==> config.mk <==
export PLATFORM = sky130hd
export DESIGN_NAME = clk_lock_slip_tracker
export DESIGN_NICKNAME = d
export VERILOG_FILES = /design/src/rtl/cls_pkg.sv /design/src/rtl/cls_lock_stage.sv /design/src/rtl/cls_slip_stage.sv /design/src/rtl/cls_cur_stage.sv /design/src/rtl/clk_lock_slip_tracker.sv
export SDC_FILE = /design/constraint.sdc
export NUM_CORES = 1
export LEC_CHECK = 0
export ABC_CLOCK_PERIOD_IN_PS = 4100
export CAP_MARGIN = 20
export CORE_MARGIN = 4
export CORE_UTILIZATION = 30
export DETAILED_ROUTE_END_ITERATION = 10
export PLACE_DENSITY = 0.69
export REMOVE_ABC_BUFFERS = 1
export SYNTH_ARGS = -nofsm -noshare
export SYNTH_HDL_FRONTEND = slang
export SYNTH_SLANG_ARGS = --single-unit
==> constraint.sdc <==
create_clock -name clk -period 4.1 [get_ports clk]
set_clock_uncertainty 0.05 [all_clocks]
set_input_delay 0.41 -clock clk [delete_from_list [all_inputs] [get_ports clk]]
set_output_delay 0.41 -clock clk [all_outputs]
set_load 0.02 [all_outputs]
==> src/rtl/cls_pkg.sv <==
package cls_pkg;
  localparam int SRC_CNT   = 11;
  localparam int LOCK_BASE = 0;
  localparam int SLIP_BASE = 16;
  localparam int RATE_BASE = 8;
  localparam int RATE_W    = 8;
  localparam int SEL_W     = 4;
  localparam int WORD_W    = 32;
endpackage

==> src/rtl/cls_lock_stage.sv <==
module cls_lock_stage #(
  parameter int N = cls_pkg::SRC_CNT
) (
  input  logic         clk,
  input  logic         rst_n,
  input  logic [N-1:0] lock_in,
  output logic [N-1:0] lock_q,
  output logic [N-1:0] lock_diff,
  output logic         any_evt
);
  // combinational difference between the live input and the held view
  assign lock_diff = lock_in ^ lock_q;

  always_ff @(posedge clk or negedge rst_n) begin
    if (!rst_n) begin
      lock_q  <= '0;
      any_evt <= 1'b0;
    end else begin
      lock_q  <= lock_in;
      any_evt <= |lock_diff;
    end
  end
endmodule

==> src/rtl/cls_slip_stage.sv <==
module cls_slip_stage #(
  parameter int N = cls_pkg::SRC_CNT
) (
  input  logic         clk,
  input  logic         rst_n,
  input  logic [N-1:0] slip_pulse,
  input  logic         clr,
  output logic [N-1:0] slip_q
);
  logic [N-1:0] kept;

  // a new error in the clearing cycle survives the clear
  assign kept = clr ? '0 : slip_q;

  always_ff @(posedge clk or negedge rst_n) begin
    if (!rst_n) slip_q <= '0;
    else        slip_q <= kept | slip_pulse;
  end
endmodule

==> src/rtl/cls_cur_stage.sv <==
module cls_cur_stage #(
  parameter int N      = cls_pkg::SRC_CNT,
  parameter int SEL_W  = cls_pkg::SEL_W,
  parameter int RATE_W = cls_pkg::RATE_W
) (
  input  logic              clk,
  input  logic              rst_n,
  input  logic [SEL_W-1:0]  cur_sel,
  input  logic [RATE_W-1:0] rate_code,
  input  logic [N-1:0]      lock_q,
  input  logic [N-1:0]      lock_diff,
  output logic              cur_locked,
  output logic [RATE_W-1:0] cur_rate,
  output logic              cur_evt
);
  localparam int SPAN = 1 << SEL_W;
  localparam int PAD  = SPAN - N;

  logic [SEL_W-1:0] sel_q;
  logic [SPAN-1:0]  lock_ext;
  logic [SPAN-1:0]  diff_ext;

  // indices past the external sources mean the internal clock: always locked, never changing
  generate
    if (PAD > 0) begin : g_pad
      assign lock_ext = {{PAD{1'b1}}, lock_q};
      assign diff_ext = {{PAD{1'b0}}, lock_diff};
    end else begin : g_nopad
      assign lock_ext = lock_q[SPAN-1:0];
      assign diff_ext = lock_diff[SPAN-1:0];
    end
  endgenerate

  assign cur_locked = lock_ext[sel_q];

  always_ff @(posedge clk or negedge rst_n) begin
    if (!rst_n) begin
      sel_q    <= '0;
      cur_rate <= '0;
      cur_evt  <= 1'b0;
    end else begin
      sel_q    <= cur_sel;
      cur_rate <= rate_code;
      cur_evt  <= diff_ext[cur_sel];
    end
  end
endmodule

==> src/rtl/clk_lock_slip_tracker.sv <==
module clk_lock_slip_tracker #(
  parameter int N_SRC     = cls_pkg::SRC_CNT,
  parameter int SEL_W     = cls_pkg::SEL_W,
  parameter int RATE_W    = cls_pkg::RATE_W,
  parameter int WORD_W    = cls_pkg::WORD_W,
  parameter int LOCK_BASE = cls_pkg::LOCK_BASE,
  parameter int SLIP_BASE = cls_pkg::SLIP_BASE,
  parameter int RATE_BASE = cls_pkg::RATE_BASE
) (
  input  logic              clk,
  input  logic              rst_n,
  input  logic [N_SRC-1:0]  lock_in,
  input  logic [N_SRC-1:0]  slip_pulse,
  input  logic              rd_quad,
  input  logic [SEL_W-1:0]  cur_sel,
  input  logic [RATE_W-1:0] rate_code,
  output logic [WORD_W-1:0] ext_status,
  output logic [WORD_W-1:0] cur_status,
  output logic              lock_evt,
  output logic              cur_lock_evt
);
  logic [N_SRC-1:0]  lock_q;
  logic [N_SRC-1:0]  lock_diff;
  logic [N_SRC-1:0]  slip_q;
  logic              cur_locked;
  logic [RATE_W-1:0] cur_rate;

  cls_lock_stage #(.N(N_SRC)) u_lock (
    .clk(clk), .rst_n(rst_n), .lock_in(lock_in),
    .lock_q(lock_q), .lock_diff(lock_diff), .any_evt(lock_evt)
  );

  cls_slip_stage #(.N(N_SRC)) u_slip (
    .clk(clk), .rst_n(rst_n), .slip_pulse(slip_pulse),
    .clr(rd_quad), .slip_q(slip_q)
  );

  cls_cur_stage #(.N(N_SRC), .SEL_W(SEL_W), .RATE_W(RATE_W)) u_cur (
    .clk(clk), .rst_n(rst_n), .cur_sel(cur_sel), .rate_code(rate_code),
    .lock_q(lock_q), .lock_diff(lock_diff),
    .cur_locked(cur_locked), .cur_rate(cur_rate), .cur_evt(cur_lock_evt)
  );

  always_comb begin
    ext_status = '0;
    ext_status[LOCK_BASE +: N_SRC] = lock_q;
    ext_status[SLIP_BASE +: N_SRC] = slip_q;
    cur_status = '0;
    cur_status[0] = cur_locked;
    cur_status[RATE_BASE +: RATE_W] = cur_rate;
  end
endmodule

# Word level (Yosys, flattened, before mapping)
# Cells that the tools add are included.
# Widths: inputs -> output; s select.
# word_totals
regBits	36
inputBits	37
output_inout_bits	66
wordCells	16
# classes
order_cmp	2
n_mux	5
bitwise_logic	2
n_reduce_logical	1
# op_table
operator	n
$mux 11	1
$or 11x11->11	1
$reduce_or 11->1	1
$xor 11x11->11	1
$lt 4x5->1 const B	2
$bmux 1 s4	2
$mux 1	2

# Longest topological paths before layout
# Gate-level depths: netlist of run 1.
# logic_depth
word_depth	3
depth_mapped	5
mapped_depth_nobuf	4

# By module
# From an unflattened synthesis of run 1, not the netlist that was laid out.
# unflattened
cells_unflattened	116
hier_area_um2	1572.8
# by_module_without_submodules
mod	n_inst	cells_per_inst	area_each_um2	seq_area_each_um2
cls_cur_stage	1	30	520.5	325.3
cls_lock_stage	1	27	419.2	300.3
cls_slip_stage	1	24	374.1	275.3
clk_lock_slip_tracker	1	35	259.0	0.0

# Worst setup path after synthesis of run 1
# No wires, ideal clock.
# synth_timing
path_kind	register -> output
start	register u_lock.lock_q[3]
end	output port cur_status[0]
arrival_ns	1.454
required_ns	3.640
setup_slack_ns	2.186
path_stages_with_launch	6
path_buffers	1
path_cell_list	dfrtp_1 -> mux4_2 -> nor2b_1 -> a211oi_1 -> a21oi_1 -> buf_4
# synth_between
elab_chain_len	2
# synth_rtl
element	line_no	text
start, declared	cls_lock_stage.sv:7	output logic [N-1:0] lock_q,
start signal, assigned	cls_lock_stage.sv:19	lock_q <= lock_in;
$bmux 1 s4	cls_cur_stage.sv:34	assign cur_locked = lock_ext[sel_q];
$mux 1 (not written as such)	cls_cur_stage.sv:34	
end, declared	clk_lock_slip_tracker.sv:18	output logic [WORD_W-1:0] cur_status,
# Every way passes these cells. The select of a mux whose other input is x is not followed.

# Worst setup path after layout of run 1
# layout_timing
start	register u_cur.sel_q[0]
end	output port cur_status[0]
# layout_between
elab_chain_len	2
# layout_rtl
element	line_no	text
start, declared	cls_cur_stage.sv:19	logic [SEL_W-1:0] sel_q;
start signal, assigned	cls_cur_stage.sv:42	sel_q <= cur_sel;
$bmux 1 s4	cls_cur_stage.sv:34	
$mux 1 (not written as such)	cls_cur_stage.sv:34	
# Every way passes these cells. The select of a mux whose other input is x is not followed.

==> flow_metrics.env, run 1 <==
export IMPL_status="completed"
export IMPL_grtUsageTotal_pct=10.9
export IMPL_nets=233
export IMPL_wl_per_cell_um=12.6
export IMPL_cellPowerDensity_nw_per_um2=355
export IMPL_dieArea_um2=6460
export IMPL_period_share_pct=64.0
export IMPL_fin_cells=267
export IMPL_reg2reg_to="u_cur.cur_evt$_DFF_PN0_"
export IMPL_synth_area_leaders="dfrtp_1, buf_4, a21o_1"
export IMPL_yosysSeqAreaShare_pct=57.3
export IMPL_dominantRegCellSynth="dfrtp_1"
export IMPL_postSynth_asyncResetShare_pct=100
export IMPL_synth_top_area_share_pct=57.3
export IMPL_num_io_pins=103
export IMPL_die_height_um=80.4
export IMPL_reg2reg_slack_ns=2.68
export IMPL_yosys_area_top_type="dfrtp_1"
export IMPL_initial_core_util_pct=30.8
export IMPL_ir_drop_uv=140
export IMPL_cts_buffer_depth=2
export IMPL_synthMuxAreaShare_pct=6.45
export IMPL_critPathBufInv=1
export IMPL_slowest_delay_ns=0.53
export IMPL_total_power_uw=816
export IMPL_first_global_vias=1058
export IMPL_ys_warn_count=0
export IMPL_crit_path_top_delay_cell="clkdlybuf4s50_1"
export IMPL_fmax_mhz=381
export IMPL_diodes=0
export IMPL_r2r_cells=4
export IMPL_tightest_slew_ns=0.770
export IMPL_place_congestion=0.820
export IMPL_area_growth_syn_to_layout_pct=46.1
export IMPL_slew_headroom_pct=48.7
export IMPL_yosys_area_share_simple_pct=5.25
export IMPL_setup_viol=0
export IMPL_tritoncts="yes"
export IMPL_route_detailed_drc=0
export IMPL_hpwl_mm=2.73
export IMPL_grt_pass1_wl_mm=5.22
export IMPL_cts_resized=0
export IMPL_dp_cells=259
export IMPL_netlist_area_um2=1570
export IMPL_drt_pass1_iterations=2
export IMPL_fin_crit_ns=2.62
export IMPL_antenna_found_initial=0
export IMPL_hp_class="primary input to async pin"
export IMPL_rsz0062_at_grt="false"
export IMPL_power_leakage_uw=0.00101
export IMPL_critPathLaunchType="flip-flop"
export IMPL_worst_ep_arrival_time_ns=2.16
export IMPL_hold_worst_slack_ns=0.143
export IMPL_core_um2=5110
export IMPL_clockRootBuffer="clkbuf_8"
export IMPL_synthAdderAreaFrac_pct=0
export IMPL_synth_edf_count=0
export IMPL_rows=26
export IMPL_cp_end_kind="output pin"
export IMPL_worstSetupPathType="flip-flop to output pin"
export IMPL_drv_slew=0
export IMPL_cap_violations=0
export IMPL_io_buffers=69
export IMPL_crit_family="buffers and inverters"
export IMPL_syn_area_per_cell_um2=12.8
export IMPL_drt_vias_per_instance=3.93
export IMPL_path_cells="mux4_2 -> nor2b_1 -> a211oi_1 -> a21oi_1 -> clkdlybuf4s50_1"
export IMPL_finalHoldViolations=0
export IMPL_cp_required_ns=3.64
export IMPL_clock_sinks=36
export IMPL_synth_top_family_by_area="buffers and inverters"
export IMPL_synth_seq_cells=36
export IMPL_synth_distinct_cells=23
export IMPL_path_clk_slew_ns=0.07
export IMPL_postCtsSetupRepairBufs=0
export IMPL_reg2reg_from="u_lock.lock_q[0]$_DFF_PN0_"
export IMPL_fin_tns_setup_ns=0
export IMPL_die_x_um=80.4
export IMPL_cp_startpoint="u_cur.sel_q[0]$_DFF_PN0_"
export IMPL_drt_total_wl_mm=3.37
export IMPL_htreeDepth=2
export IMPL_hold_buffers=0
export IMPL_most_common_layout_cells="clkdlybuf4s50_1, dfrtp_1, conb_1"
export IMPL_layout_commonest_cell="clkdlybuf4s50_1"
export IMPL_cts_buffers=5
export IMPL_drive_above_1_share_pct=4.57
export IMPL_worstSkewPairLatency_ns=0.28
export IMPL_grt_max_degree=37
export IMPL_crit_fanout=3
export IMPL_drtAntennaViolNets=0
export IMPL_grt_ovfl_total=0
export IMPL_syn_inst=123
export IMPL_route_vias_total=1049
export IMPL_synth_compound_area_share_pct=7.88
export IMPL_synthXorXnorAreaFrac_pct=6.13
export IMPL_drt_iter0_markers=19
state kept, by name, indices dropped and copies added, names as in the netlist:
name,count
u_cur.cur_rate,8
u_lock.any_evt,1
u_cur.cur_evt,1
u_slip.slip_q,11
u_lock.lock_q,11
u_cur.sel_q,4
kinds of logic after synthesis:
logic type | count (synthesis)
AOI/OAI and AO/OA | 17
xor gates and xnor gates | 11
buffers and inverters | 36
DFF | 36
muxes | 6
other | 1
and+or+nand+nor | 16
per-layer routing:
| layer | vias to the layer above | part of all wire, % | global-route usage (%) |
|---|---|---|---|
| li1 | 487 | - | - |
| met1 | 502 | 38 | 12.2 |
| met2 | 55 | 50 | 18.2 |
| met3 | 5 | 10 | 4.71 |
| met4 | 0 | 1.9 | 4.56 |
| met5 | - | 0 | 0 |
how the worst max path moves through the flow:
stage / end / depth (start not counted)
finish: cur_status[0] / 5
global route: cur_status[0] / 5
CTS: cur_status[0] / 5
detailed placement: cur_status[0] / 5
global placement: cur_status[0] / 5
floorplan: cur_status[0] / 4
cell type report:
| cell class | instances | area (um^2) |
|---|---|---|
| clock buffers | 8 | 90.1 |
| inverters | 1 | 3.75 |
| repair buffers | 69 | 686 |
| multi-input cells | 83 | 528 |
| fillers | 483 | 2810 |
| flip-flops and latches | 36 | 901 |
| well taps | 70 | 87.6 |
cells in the mapped netlist, types with 2 or more instances:
| cell | number |
|---|---|
| a211oi_1 | 2 |
| a21o_1 | 11 |
| a21oi_1 | 2 |
| buf_4 | 34 |
| dfrtp_1 | 36 |
| mux2i_1 | 3 |
| mux4_2 | 2 |
| nand2_1 | 2 |
| nor2_1 | 6 |
| nor2b_1 | 2 |
| nor3_1 | 2 |
| xnor2_1 | 7 |
| xor2_1 | 4 |
through the flow:
stage | utilization (%) | instance area [um^2] | worst slack [ns]
final | 45.0 | 2300 | 1.48
after global placement | 43.2 | 2210 | 1.79
after global routing | 45.0 | 2300 | 1.36
after floorplan | - | 1430 | 2.26
after CTS | 45.0 | 2300 | 1.46
after detailed placement | 43.2 | 2210 | 1.77
power by group:
group,total (uW),leakage (uW),switching (uW),internal (uW)
sequential,388,0.000407,12.6,375
combinational,175,0.000553,91.5,83.8
clock,253,0.0000455,116,137
(Power assumes the default switching activity.)
==> run 2, diff against run 1 <==
--- a/config.mk
+++ b/config.mk
@@ -5,12 +5,12 @@
 export SDC_FILE = /design/constraint.sdc
 export NUM_CORES = 1
 export LEC_CHECK = 0
-export ABC_CLOCK_PERIOD_IN_PS = 4100
+export ABC_CLOCK_PERIOD_IN_PS = 2200
 export CAP_MARGIN = 20
 export CORE_MARGIN = 4
 export CORE_UTILIZATION = 30
 export DETAILED_ROUTE_END_ITERATION = 10
-export PLACE_DENSITY = 0.69
+export PLACE_DENSITY = 0.72
 export REMOVE_ABC_BUFFERS = 1
 export SYNTH_ARGS = -nofsm -noshare
 export SYNTH_HDL_FRONTEND = slang
==> constraint.sdc (replaced) <==
create_clock -name clk -period 2.2 [get_ports clk]
set_clock_uncertainty 0.05 [all_clocks]
set_input_delay 0.22 -clock clk [delete_from_list [all_inputs] [get_ports clk]]
set_output_delay 0.22 -clock clk [all_outputs]
set_load 0.02 [all_outputs]
==> flow_metrics.env, run 2 (synthesis gave the netlist of run 1 again) <==
export IMPL_grtUsageTotal_pct=10.9
export IMPL_dieArea_um2=6460
export IMPL_power_share_switching_pct=26.7
export IMPL_route_detailed_drc=0
export IMPL_die_x_um=80.4
export IMPL_antenna_found_initial=0
export IMPL_first_global_vias=1017
export IMPL_htreeDepth=2
export IMPL_fin_util_pct=45.6
export IMPL_die_height_um=80.4
export IMPL_cp_end_kind="output pin"
export IMPL_setup_viol=0
export IMPL_comb_power_share_pct=20.2
export IMPL_num_io_pins=103
export IMPL_crit_fanout=3
export IMPL_most_common_layout_cells="clkdlybuf4s50_1, dfrtp_1, conb_1"
export IMPL_seq_area_um2=901
export IMPL_drtAntennaViolNets=0
export IMPL_clock_sinks=36
export IMPL_grt_ovfl_total=0
export IMPL_initial_core_util_pct=30.8
export IMPL_area_growth_syn_to_layout_pct=48.2
export IMPL_intPower_uw=1190
export IMPL_cp_required_ns=1.93
export IMPL_wl_per_cell_um=12.8
export IMPL_crit_path_top_delay_cell="mux4_2"
export IMPL_cts_buffers=5
export IMPL_fmax_mhz=493
export IMPL_fin_cells=269
export IMPL_critPathBufInv=1
export IMPL_grt_max_degree=37
export IMPL_core_um2=5110
export IMPL_path_cells="mux4_2 -> nor2b_1 -> a211oi_1 -> a21oi_1 -> clkbuf_2"
export IMPL_postCtsSetupRepairBufs=0
export IMPL_status="completed"
export IMPL_power_switching_uw=433
export IMPL_io_buffers=69
export IMPL_path_clk_slew_ns=0.07
export IMPL_post_place_ws_ns=0.0873
export IMPL_route_vias_total=1096
export IMPL_fin_tns_setup_ns=0
export IMPL_nets=235
export IMPL_p_clk_share_pct=35.3
export IMPL_critPathLaunchType="flip-flop"
export IMPL_worst_ep_arrival_time_ns=1.76
export IMPL_total_power_uw=1620
export IMPL_drt_pass1_iterations=4
export IMPL_worstSkewPairLatency_ns=0.28
export IMPL_period_share_pct=92.3
export IMPL_cellPowerDensity_nw_per_um2=697
export IMPL_power_leakage_uw=0.00102
export IMPL_largestRegisters="u_lock.lock_q: 11 flops, u_slip.slip_q: 11 flops, u_cur.cur_rate: 8 flops"
export IMPL_drv_slew=0
export IMPL_crit_family="multiplexers"
export IMPL_slew_headroom_pct=47.5
export IMPL_finalHoldViolations=0
export IMPL_rsz0062_at_grt="false"
export IMPL_fillers=498
export IMPL_drt_vias_per_instance=4.07
export IMPL_rows=26
export IMPL_fin_crit_ns=2.03
export IMPL_tightest_slew_ns=0.787
export IMPL_dp_cells=260
export IMPL_cts_buffer_depth=2
export IMPL_place_congestion=0.771
export IMPL_fin_ws_ns=0.170
export IMPL_layout_commonest_cell="clkdlybuf4s50_1"
export IMPL_slowest_delay_ns=0.47
export IMPL_ir_drop_uv=330
export IMPL_pwr_share_seq_pct=44.5
export IMPL_drt_total_wl_mm=3.46
export IMPL_multi_input_area_um2=528
export IMPL_clockRootBuffer="clkbuf_8"
export IMPL_drt_iter0_markers=48
export IMPL_cap_violations=0
export IMPL_grt_pass1_wl_mm=5.30
export IMPL_tritoncts="yes"
export IMPL_drive_above_1_share_pct=6.53
export IMPL_diodes=0
export IMPL_hpwl_mm=2.79
export IMPL_worstSetupPathType="flip-flop to output pin"
export IMPL_hp_class="primary input to flip-flop"
[run 2: cell types whose count changed in the layout (fill, tap and decap cells not counted)]
cell / previous run / this run
clkinv_2: 0 / 1
dlygate4sd3_1: 0 / 1
bufinv_16: 0 / 1
clkbuf_8: 6 / 5
buf_4: 0 / 1
clkdlybuf4s50_1: 68 / 67
clkinvlp_4: 0 / 1
clkbuf_1: 2 / 0
clkbuf_2: 0 / 1
[run 2: final timing paths]
path / slack, ns / start / depth (start not counted) / to
min in group asynchronous: 0.50 / rst_n / 2 / u_lock.lock_q[10]$_DFF_PN0_
worst max-delay path: 0.17 / u_lock.lock_q[3]$_DFF_PN0_ / 5 / cur_status[0]
max in group asynchronous: 1.09 / rst_n / 2 / u_lock.lock_q[8]$_DFF_PN0_
worst min register to register: 0.43 / u_slip.slip_q[5]$_DFF_PN0_ / 1 / u_slip.slip_q[5]$_DFF_PN0_
worst max register to register: 0.75 / u_lock.lock_q[3]$_DFF_PN0_ / 4 / u_cur.cur_evt$_DFF_PN0_
worst min-delay path: 0.31 / rate_code[5] / 1 / u_cur.cur_rate[5]$_DFF_PN0_
[run 2: final cells by class]
| cell class | instances | area share (%) |
|---|---|---|
| Sequential cell | 36 | 38.7 |
| Tap cell | 70 | 3.76 |
| Inverter | 1 | 0.161 |
| Clock buffer | 5 | 2.95 |
| Multi-Input combinational cell | 83 | 22.7 |
| Clock inverter | 3 | 1.83 |
| Timing Repair Buffer | 71 | 30.0 |
[run 2: repair_timing]
| action | 4_1_cts | 5_1_grt |
|---|---|---|
| hold buffers | 1 | 0 |
| endpoints found under the hold margin | 29 | 0 |
| endpoints found under the setup margin | 1 | 1 |
| resized for setup | 2 | 1 |
[run 2: metal layers]
layer | track usage, % | vias to the layer above | routed length (um)
li1 | - | 493 | -
met1 | 13.9 | 533 | 1360
met2 | 17.2 | 62 | 1730
met3 | 2.69 | 8 | 293
met4 | 5.07 | 0 | 68
met5 | 0 | - | 0
[run 2: stage by stage]
step | area, um^2 | hold slack (ns)
4_1_cts | 2330 | 0.302
5_1_grt | 2330 | 0.300
3_5_place_dp | 2210 | 0.315
3_3_place_gp | 2210 | 0.311
6_report | 2330 | 0.314
2_1_floorplan | 1430 | -0.126
[run 2: power by group through the flow]
stage	Combinational [uW]	Clock (uW)	Sequential [uW]
after global placement	330	0	733
after detailed placement	332	0	735
after global routing	354	622	728
final	329	573	722
after floorplan	113	0	776
after CTS	333	593	722
